$ cat src/rtl/ring_pipe_pkg.sv
package ring_pipe_pkg;
  localparam int DESC_BYTES = 8;
  localparam int BEAT_BYTES = 4;
  localparam int CNT_W      = 16;
  localparam int BEAT_W     = CNT_W - 1;

  // register word indices
  localparam logic [2:0] RA_CTRL = 3'd0;
  localparam logic [2:0] RA_RST  = 3'd1;
  localparam logic [2:0] RA_HALT = 3'd2;
  localparam logic [2:0] RA_EN   = 3'd3;
  localparam logic [2:0] RA_STAT = 3'd4;
  localparam logic [2:0] RA_BASE = 3'd5;
  localparam logic [2:0] RA_POST = 3'd6;
  localparam logic [2:0] RA_CUR  = 3'd7;

  typedef struct packed {
    logic prcsd;
    logic eot;
    logic ood;
    logic err;
  } pipe_evt_t;

  typedef enum logic [3:0] {
    S_IDLE, S_FETCH_A, S_WAIT_A, S_FETCH_B, S_WAIT_B, S_CHECK, S_PAUSE,
    S_M2P_RD, S_M2P_WAIT, S_M2P_PUSH, S_P2M_PULL, S_P2M_WR, S_DONE, S_ERR
  } walk_state_e;
endpackage

$ cat src/rtl/ring_pipe_regs.sv
module ring_pipe_regs
  import ring_pipe_pkg::*;
#(
  parameter int OFS_W = 15
) (
  input  logic             clk,
  input  logic             rst_n,
  input  logic             wr_en,
  input  logic [2:0]       addr,
  input  logic [31:0]      wdata,
  output logic [31:0]      rdata,
  output logic             irq,
  output logic             soft_clr,
  output logic             enable,
  output logic             dir_p2m,
  output logic             halt,
  output logic [31:0]      ring_base,
  output logic [OFS_W-1:0] post_ofs,
  input  logic [OFS_W-1:0] rd_ofs,
  input  pipe_evt_t        evt
);
  logic             rst_hold;
  logic [5:0]       ctrl_q, en_q, stat_q, stat_n;
  logic             halt_q;
  logic [31:0]      base_q;
  logic [OFS_W-1:0] post_q;

  always_ff @(posedge clk or negedge rst_n) begin
    if (!rst_n) rst_hold <= 1'b0;
    else if (wr_en && addr == RA_RST) rst_hold <= wdata[0];
  end

  always_comb begin
    stat_n = stat_q;
    if (wr_en && addr == RA_STAT) stat_n = stat_n & ~wdata[5:0];
    if (evt.prcsd && en_q[0]) stat_n[0] = 1'b1;
    if (evt.ood   && en_q[3]) stat_n[3] = 1'b1;
    if (evt.err   && en_q[4]) stat_n[4] = 1'b1;
    if (evt.eot   && en_q[5]) stat_n[5] = 1'b1;
  end

  always_ff @(posedge clk or negedge rst_n) begin
    if (!rst_n) begin
      ctrl_q <= '0; en_q <= '0; stat_q <= '0; halt_q <= 1'b0;
      base_q <= '0; post_q <= '0;
    end else if (rst_hold) begin
      ctrl_q <= '0; en_q <= '0; stat_q <= '0; halt_q <= 1'b0;
      base_q <= '0; post_q <= '0;
    end else begin
      stat_q <= stat_n;
      if (wr_en) begin
        case (addr)
          RA_CTRL: ctrl_q <= wdata[5:0] & 6'b101010;
          RA_HALT: halt_q <= wdata[0];
          RA_EN:   en_q   <= wdata[5:0];
          RA_BASE: base_q <= {wdata[31:3], 3'b000};
          RA_POST: post_q <= {wdata[OFS_W-1:3], 3'b000};
          default: ;
        endcase
      end
    end
  end

  always_comb begin
    case (addr)
      RA_CTRL: rdata = {26'd0, ctrl_q};
      RA_RST:  rdata = {31'd0, rst_hold};
      RA_HALT: rdata = {31'd0, halt_q};
      RA_EN:   rdata = {26'd0, en_q};
      RA_STAT: rdata = {26'd0, stat_q};
      RA_BASE: rdata = base_q;
      RA_POST: rdata = 32'(post_q);
      default: rdata = 32'(rd_ofs);
    endcase
  end

  assign irq       = |stat_q;
  assign soft_clr  = rst_hold;
  assign enable    = ctrl_q[1];
  assign dir_p2m   = ctrl_q[3];
  assign halt      = halt_q;
  assign ring_base = base_q;
  assign post_ofs  = post_q;

  // a masked-off completion bit can never latch
  assert_mask_R6: assert property (@(posedge clk) disable iff (!rst_n)
    (!en_q[0] && !stat_q[0]) |=> !stat_q[0]);
  // holding the pipe reset clears offset and status one edge later
  assert_softrst_R11: assert property (@(posedge clk) disable iff (!rst_n)
    rst_hold |=> (rd_ofs == '0 && stat_q == '0));
endmodule

$ cat src/rtl/ring_walker.sv
module ring_walker
  import ring_pipe_pkg::*;
#(
  parameter int RING_BYTES = 32768,
  parameter int MAX_XFER   = 32760,
  parameter int OFS_W      = $clog2(RING_BYTES)
) (
  input  logic             clk,
  input  logic             rst_n,
  input  logic             soft_clr,
  input  logic             enable,
  input  logic             dir_p2m,
  input  logic             halt,
  input  logic [31:0]      ring_base,
  input  logic [OFS_W-1:0] post_ofs,
  output logic [OFS_W-1:0] rd_ofs,
  output pipe_evt_t        evt,
  output logic             mem_req_valid,
  input  logic             mem_req_ready,
  output logic             mem_req_we,
  output logic [31:0]      mem_req_addr,
  output logic [31:0]      mem_req_wdata,
  input  logic             mem_rsp_valid,
  input  logic [31:0]      mem_rsp_data,
  output logic             pout_valid,
  input  logic             pout_ready,
  output logic [31:0]      pout_data,
  output logic             pout_last,
  input  logic             pin_valid,
  output logic             pin_ready,
  input  logic [31:0]      pin_data
);
  localparam logic [OFS_W-1:0] LAST_OFS = OFS_W'(RING_BYTES - DESC_BYTES);
  localparam logic [CNT_W-1:0] MAX_CNT  = CNT_W'(MAX_XFER);

  walk_state_e       state, ret_q;
  logic [31:0]       buf_addr, data_q, desc_addr;
  logic [CNT_W-1:0]  count_q;
  logic [BEAT_W-1:0] beats, beats_calc;
  logic [CNT_W:0]    cnt_rnd;
  logic              fl_int, fl_eot, fl_eob;
  logic [OFS_W-1:0]  nxt_ofs;
  logic              too_big;

  assign desc_addr  = ring_base + 32'(rd_ofs);
  assign nxt_ofs    = (rd_ofs == LAST_OFS) ? '0 : rd_ofs + OFS_W'(DESC_BYTES);
  assign cnt_rnd    = {1'b0, count_q} + (CNT_W+1)'(BEAT_BYTES - 1);
  assign beats_calc = cnt_rnd[CNT_W:2];
  assign too_big    = count_q > MAX_CNT;

  always_ff @(posedge clk or negedge rst_n) begin
    if (!rst_n) begin
      state <= S_IDLE; ret_q <= S_IDLE; rd_ofs <= '0; buf_addr <= '0;
      data_q <= '0; count_q <= '0; beats <= '0;
      fl_int <= 1'b0; fl_eot <= 1'b0; fl_eob <= 1'b0;
    end else if (soft_clr) begin
      state <= S_IDLE; ret_q <= S_IDLE; rd_ofs <= '0; buf_addr <= '0;
      data_q <= '0; count_q <= '0; beats <= '0;
      fl_int <= 1'b0; fl_eot <= 1'b0; fl_eob <= 1'b0;
    end else begin
      case (state)
        S_IDLE:
          if (enable && rd_ofs != post_ofs && !halt) state <= S_FETCH_A;
        S_FETCH_A:
          if (mem_req_ready) state <= S_WAIT_A;
        S_WAIT_A:
          if (mem_rsp_valid) begin
            buf_addr <= mem_rsp_data;
            if (halt) begin state <= S_PAUSE; ret_q <= S_FETCH_B; end
            else state <= S_FETCH_B;
          end
        S_FETCH_B:
          if (mem_req_ready) state <= S_WAIT_B;
        S_WAIT_B:
          if (mem_rsp_valid) begin
            count_q <= mem_rsp_data[CNT_W-1:0];
            fl_int  <= mem_rsp_data[31];
            fl_eot  <= mem_rsp_data[30];
            fl_eob  <= mem_rsp_data[29];
            state   <= S_CHECK;
          end
        S_CHECK:
          if (too_big) state <= S_ERR;
          else if (beats_calc == '0) state <= S_DONE;
          else begin
            beats <= beats_calc;
            if (dir_p2m) state <= S_P2M_PULL;
            else if (halt) begin state <= S_PAUSE; ret_q <= S_M2P_RD; end
            else state <= S_M2P_RD;
          end
        S_PAUSE:
          if (!halt) state <= ret_q;
        S_M2P_RD:
          if (mem_req_ready) state <= S_M2P_WAIT;
        S_M2P_WAIT:
          if (mem_rsp_valid) begin
            data_q <= mem_rsp_data;
            state  <= S_M2P_PUSH;
          end
        S_M2P_PUSH:
          if (pout_ready) begin
            buf_addr <= buf_addr + 32'(BEAT_BYTES);
            beats    <= beats - 1'b1;
            if (beats == BEAT_W'(1)) state <= S_DONE;
            else if (halt) begin state <= S_PAUSE; ret_q <= S_M2P_RD; end
            else state <= S_M2P_RD;
          end
        S_P2M_PULL:
          if (pin_valid && !halt) begin
            data_q <= pin_data;
            state  <= S_P2M_WR;
          end
        S_P2M_WR:
          if (mem_req_ready) begin
            buf_addr <= buf_addr + 32'(BEAT_BYTES);
            beats    <= beats - 1'b1;
            state    <= (beats == BEAT_W'(1)) ? S_DONE : S_P2M_PULL;
          end
        S_DONE: begin
          rd_ofs <= nxt_ofs;
          state  <= S_IDLE;
        end
        default: state <= S_ERR;
      endcase
    end
  end

  always_comb begin
    mem_req_valid = (state == S_FETCH_A) || (state == S_FETCH_B) ||
                    (state == S_M2P_RD)  || (state == S_P2M_WR);
    mem_req_we    = (state == S_P2M_WR);
    mem_req_wdata = data_q;
    case (state)
      S_FETCH_A: mem_req_addr = desc_addr;
      S_FETCH_B: mem_req_addr = desc_addr + 32'(BEAT_BYTES);
      default:   mem_req_addr = buf_addr;
    endcase
  end

  assign pout_valid = (state == S_M2P_PUSH);
  assign pout_data  = data_q;
  assign pout_last  = pout_valid && beats == BEAT_W'(1) && (fl_eot || fl_eob);
  assign pin_ready  = (state == S_P2M_PULL) && !halt;

  assign evt.prcsd = (state == S_DONE) && fl_int;
  assign evt.eot   = (state == S_DONE) && fl_eot;
  assign evt.ood   = (state == S_DONE) && (nxt_ofs == post_ofs);
  assign evt.err   = (state == S_CHECK) && too_big;

  // memory request holds until accepted
  assert_req_hold_R13: assert property (@(posedge clk) disable iff (!rst_n || soft_clr)
    (mem_req_valid && !mem_req_ready) |=> (mem_req_valid && $stable(mem_req_addr) &&
     $stable(mem_req_we) && $stable(mem_req_wdata)));
  // outbound beat holds until accepted
  assert_out_hold_R13: assert property (@(posedge clk) disable iff (!rst_n || soft_clr)
    (pout_valid && !pout_ready) |=> (pout_valid && $stable(pout_data) && $stable(pout_last)));
  // no new memory request starts while paused
  assert_halt_R10: assert property (@(posedge clk) disable iff (!rst_n || soft_clr)
    (halt && !mem_req_valid) |=> !mem_req_valid);
  // an oversize descriptor stops all traffic
  assert_err_stop_R9: assert property (@(posedge clk) disable iff (!rst_n || soft_clr)
    evt.err |=> (!mem_req_valid && !pout_valid && !pin_ready && $stable(rd_ofs)));
  // only one stream direction is active at a time
  assert_one_dir_R3: assert property (@(posedge clk) disable iff (!rst_n)
    !(pout_valid && pin_ready));
endmodule

$ cat src/rtl/ring_pipe.sv
module ring_pipe
  import ring_pipe_pkg::*;
#(
  parameter int RING_BYTES = 32768,
  parameter int MAX_XFER   = 32760
) (
  input  logic        clk,
  input  logic        rst_n,
  input  logic        reg_wr_en,
  input  logic [2:0]  reg_addr,
  input  logic [31:0] reg_wdata,
  output logic [31:0] reg_rdata,
  output logic        irq,
  output logic        mem_req_valid,
  input  logic        mem_req_ready,
  output logic        mem_req_we,
  output logic [31:0] mem_req_addr,
  output logic [31:0] mem_req_wdata,
  input  logic        mem_rsp_valid,
  input  logic [31:0] mem_rsp_data,
  output logic        pout_valid,
  input  logic        pout_ready,
  output logic [31:0] pout_data,
  output logic        pout_last,
  input  logic        pin_valid,
  output logic        pin_ready,
  input  logic [31:0] pin_data
);
  localparam int OFS_W = $clog2(RING_BYTES);

  logic             soft_clr, enable, dir_p2m, halt;
  logic [31:0]      ring_base;
  logic [OFS_W-1:0] post_ofs, rd_ofs;
  pipe_evt_t        evt;

  ring_pipe_regs #(.OFS_W(OFS_W)) u_regs (
    .clk(clk), .rst_n(rst_n), .wr_en(reg_wr_en), .addr(reg_addr),
    .wdata(reg_wdata), .rdata(reg_rdata), .irq(irq), .soft_clr(soft_clr),
    .enable(enable), .dir_p2m(dir_p2m), .halt(halt), .ring_base(ring_base),
    .post_ofs(post_ofs), .rd_ofs(rd_ofs), .evt(evt)
  );

  ring_walker #(.RING_BYTES(RING_BYTES), .MAX_XFER(MAX_XFER), .OFS_W(OFS_W)) u_walk (
    .clk(clk), .rst_n(rst_n), .soft_clr(soft_clr), .enable(enable),
    .dir_p2m(dir_p2m), .halt(halt), .ring_base(ring_base), .post_ofs(post_ofs),
    .rd_ofs(rd_ofs), .evt(evt),
    .mem_req_valid(mem_req_valid), .mem_req_ready(mem_req_ready),
    .mem_req_we(mem_req_we), .mem_req_addr(mem_req_addr),
    .mem_req_wdata(mem_req_wdata), .mem_rsp_valid(mem_rsp_valid),
    .mem_rsp_data(mem_rsp_data), .pout_valid(pout_valid),
    .pout_ready(pout_ready), .pout_data(pout_data), .pout_last(pout_last),
    .pin_valid(pin_valid), .pin_ready(pin_ready), .pin_data(pin_data)
  );
endmodule

$ cat config.mk
export PLATFORM = sky130hd
export DESIGN_NAME = ring_pipe
export DESIGN_NICKNAME = d
export VERILOG_FILES = /design/src/rtl/ring_pipe_pkg.sv /design/src/rtl/ring_pipe_regs.sv /design/src/rtl/ring_walker.sv /design/src/rtl/ring_pipe.sv
export SDC_FILE = /design/constraint.sdc
export NUM_CORES = 1
export LEC_CHECK = 0
export BUFFER_PORTS_ARGS = -buffer_cell sky130_fd_sc_hd__buf_2
export CAP_MARGIN = 5
export CORE_MARGIN = 2
export CORE_UTILIZATION = 35
export DETAILED_ROUTE_END_ITERATION = 6
export HOLD_SLACK_MARGIN = 0.1
export PLACE_DENSITY = 0.56
export SETUP_SLACK_MARGIN = 0.1
export SYNTH_ARGS = -nofsm -noshare
export SYNTH_HDL_FRONTEND = slang
export SYNTH_SLANG_ARGS = --single-unit
export TNS_END_PERCENT = 20
$ cat constraint.sdc
create_clock -name clk -period 10.4 [get_ports clk]
set_input_delay 0.52 -clock clk [delete_from_list [all_inputs] [get_ports clk]]
set_output_delay 0.52 -clock clk [all_outputs]
set_load 0.005 [all_outputs]
==> flow_summary.ini <==
[final_layout]
fillCellCount = 3721
instances_no_fill = 2222
nets = 1872
diodes = 0
drive_gt1_share_pct = 18.5
area_growth_pct = 13.9

[worst_hold_path]
min_path_type = input pin to async pin

[pwr]
leakagePower_nw = 6.35
vdd_ir_drop_max_mv = 0.131
power_density_nw_per_um2 = 190

[clock_tree]
root_buffer = clkbuf_16
max-clock-path-buffers = 2
cts_sinks = 177
cts_tree = built
cts_setup_buffers = 0
hold_buffers = 0
cts-resized-gates = 0
path_clk_slew_ns = 0.07
clk_latency_ns = 0.45
htreeDepth = 4
numCtsBuffers = 17

[floorplanning]
rows = 69
die_h_um = 195
io_pins = 240
fp.dieW_um = 195
initial_core_util_pct = 35.7
die-area_um2 = 38000
coreArea_um2 = 35700

[critical_path]
path_cells = ha_1 > inv_1 > fa_1 > nor2b_1 > o31ai_2 > a21oi_1 > or3_1 > nand3_1 > or2_1 > or4b_1 > o31a_1 > o31ai_1 > buf_2
cp_max_fo = 8
cp.arrival_ns = 4.38
crit_slowest_cell = or4b_1
cp_slowest_stage_delay_ns = 0.68
crit_buf_inv = 2
criticalPathCategory = register to primary output
cp.required_ns = 9.88
path_delay_family = simple AND/OR/NAND/NOR gates
critical_path.endpoint_type = primary output
start_kind = register

[timing]
tightest_slew_ns = 1.23
slew_violations = 0
final_hold_viol_count = 0
fin_crit_sh_pct = 47.1
skew_ns = 0.0110
rsz0062_at_grt = false
setup_violations = 0
slew_headroom_pct = 18.1
max_freq_mhz = 204
min_period_ns = 4.90
tns_ns = 0

[routing]
drcViolationCount = 0
wire_per_inst_um = 19.3
first_pass_iters = 5
via_count = 12406
antenna_left = 0
wirelength_um = 42800
first_iter_violations = 830
via_per_inst = 5.58

[logic_synthesis]
ys_seq_elements = 177
synth_area_um2 = 12700
synth_fp_nets = 1750
async_flop_share_pct = 100
synth.area.top_cells = dfrtp_1 (35%), nand2_1 (8.1%), a21oi_1 (5.5%)
synth_flop_cell = dfrtp_1
synth-edff-count = 0
syn_area_per_cell_um2 = 7.84
yosys.area.top_type = dfrtp_1
ys_seq_area_share_pct = 34.8
yosysWarnings = 0
yosysMostFrequentCell = nand2_1
syn-instance-count = 1626
yosys-top-cells-count = nand2_1 (276), dfrtp_1 (177), a21oi_1 (139)
yosys.area.top_type_share_pct = 34.8
synth.distinct_cells = 86

[run]
max_cap_viol_count = 0

[global_routing]
grt_usage_pct = 22.3
antenna_found_initial = 0
grt_pass1_wl_um = 67400
globalRoute.totalOverflow = 0
grt_pass1_vias = 11687
grt_max_degree = 72

[placement]
port_buffers = 239
detailed_place_hpwl_um = 31300
place_inst = 2190
globalplace.congestion = 0.872

[status]
run_status = finished, final reports clean
## cell families after synthesis
logic type | after synthesis | share of synthesized area [%]
xor gates and xnor gates | 80 | 5.56
buffers and inverters | 173 | 6.34
DFF | 177 | 34.8
adders and majority gates | 18 | 1.83
AOI/OAI and AO/OA | 445 | 21.7
and+or+nand+nor | 673 | 25.0
muxes | 60 | 4.85
## cells in the final DEF (no fill, tap or decap), types with 23 or more instances in the layout
cell type / instances
xnor2_1: 52
nor2b_1: 23
dfrtp_1: 176
nor3_1: 35
nor4_1: 24
o31ai_1: 45
buf_2: 238
and3_1: 34
and2_1: 30
nor2_1: 126
nand3_1: 49
xor2_1: 27
nand2_1: 274
a22oi_1: 25
mux2i_1: 46
a21oi_1: 138
o21ai_0: 128
## metrics by stage
stage                     total power, W  instance area [um^2]  hold slack, ns  setup slack (ns)  utilization, %
final                            0.00276                 14500           0.101              5.50            40.6
after global routing             0.00295                 14500           0.136              5.17            40.6
after CTS                        0.00278                 14500           0.127              5.48            40.6
after detailed placement         0.00211                 13900           0.486              5.99            39.0
after global placement           0.00210                 13900           0.475              6.05            39.0
after floorplan                  0.00173                 12700           0.224              6.45               -
## flip-flops by register name (all words and copies together) (netlist names), 3 cells and up
name / flops
u_walk.state: 4
u_regs.post_ofs: 12
u_walk.mem_req_wdata: 32
u_regs.ring_base: 29
u_walk.count_q: 16
u_regs.ctrl_q: 3
u_walk.rd_ofs: 15
u_walk.beats: 15
u_regs.stat_q: 6
u_regs.en_q: 6
u_walk.buf_addr: 32
## area by class of cell
| class | instances | area [um^2] | share of cell area [%] |
|---|---|---|---|
| clock buffer | 20 | 457 | 3.15 |
| clock inverter | 12 | 121 | 0.836 |
| inverter | 23 | 86.3 | 0.595 |
| multi-input combinational | 1276 | 7530 | 51.9 |
| sequential | 177 | 4430 | 30.5 |
| tap | 461 | 577 | 3.97 |
| timing repair buffer | 253 | 1310 | 9.01 |
## worst reg2reg max path: cells and delay by family (launching register included)
family | cells | cell delay [ns]
buffers and inverters | 1 | 0.50
multiplexers | 1 | 0.41
AND/OR/NAND/NOR | 3 | 0.77
flip-flops | 1 | 0.64
AO/OA/AOI/OAI | 3 | 1.11
## final timing paths
kind,from,end,slack [ns],cells past startpoint
max,u_walk.rd_ofs[3]$_DFFE_PN0P_,mem_req_addr[26],5.50,13
min,rst_n,u_walk.beats[0]$_DFFE_PN0P_,0.10,1
max reg2reg,u_walk.state[3]$_DFFE_PN0P_,u_walk.state[2]$_DFFE_PN0P_,6.87,8
min reg2reg,u_walk.mem_req_wdata[16]$_DFFE_PN0P_,u_walk.mem_req_wdata[16]$_DFFE_PN0P_,0.49,2
max in group asynchronous,rst_n,u_regs.soft_clr$_DFFE_PN0P_,8.98,2
min in group clk,reg_wdata[2],u_regs.stat_q[2]$_DFFE_PN0P_,0.26,2
## power by group
group | internal [W] | switching [W] | leakage, nW
Sequential | 0.000832 | 0.000212 | 2.40
Combinational | 0.000397 | 0.000660 | 3.67
Clock | 0.000348 | 0.000308 | 0.276
## routing by layer
metal / vias to the layer above / global-route usage (%) / share of wire (%)
li1: 5994 / - / -
met1: 5988 / 30.8 / 46
met2: 378 / 36.5 / 47
met3: 46 / 3.23 / 4.7
met4: 0 / 6.33 / 2.2
met5: - / 0 / 0
Power figures use the tool's default switching activity.
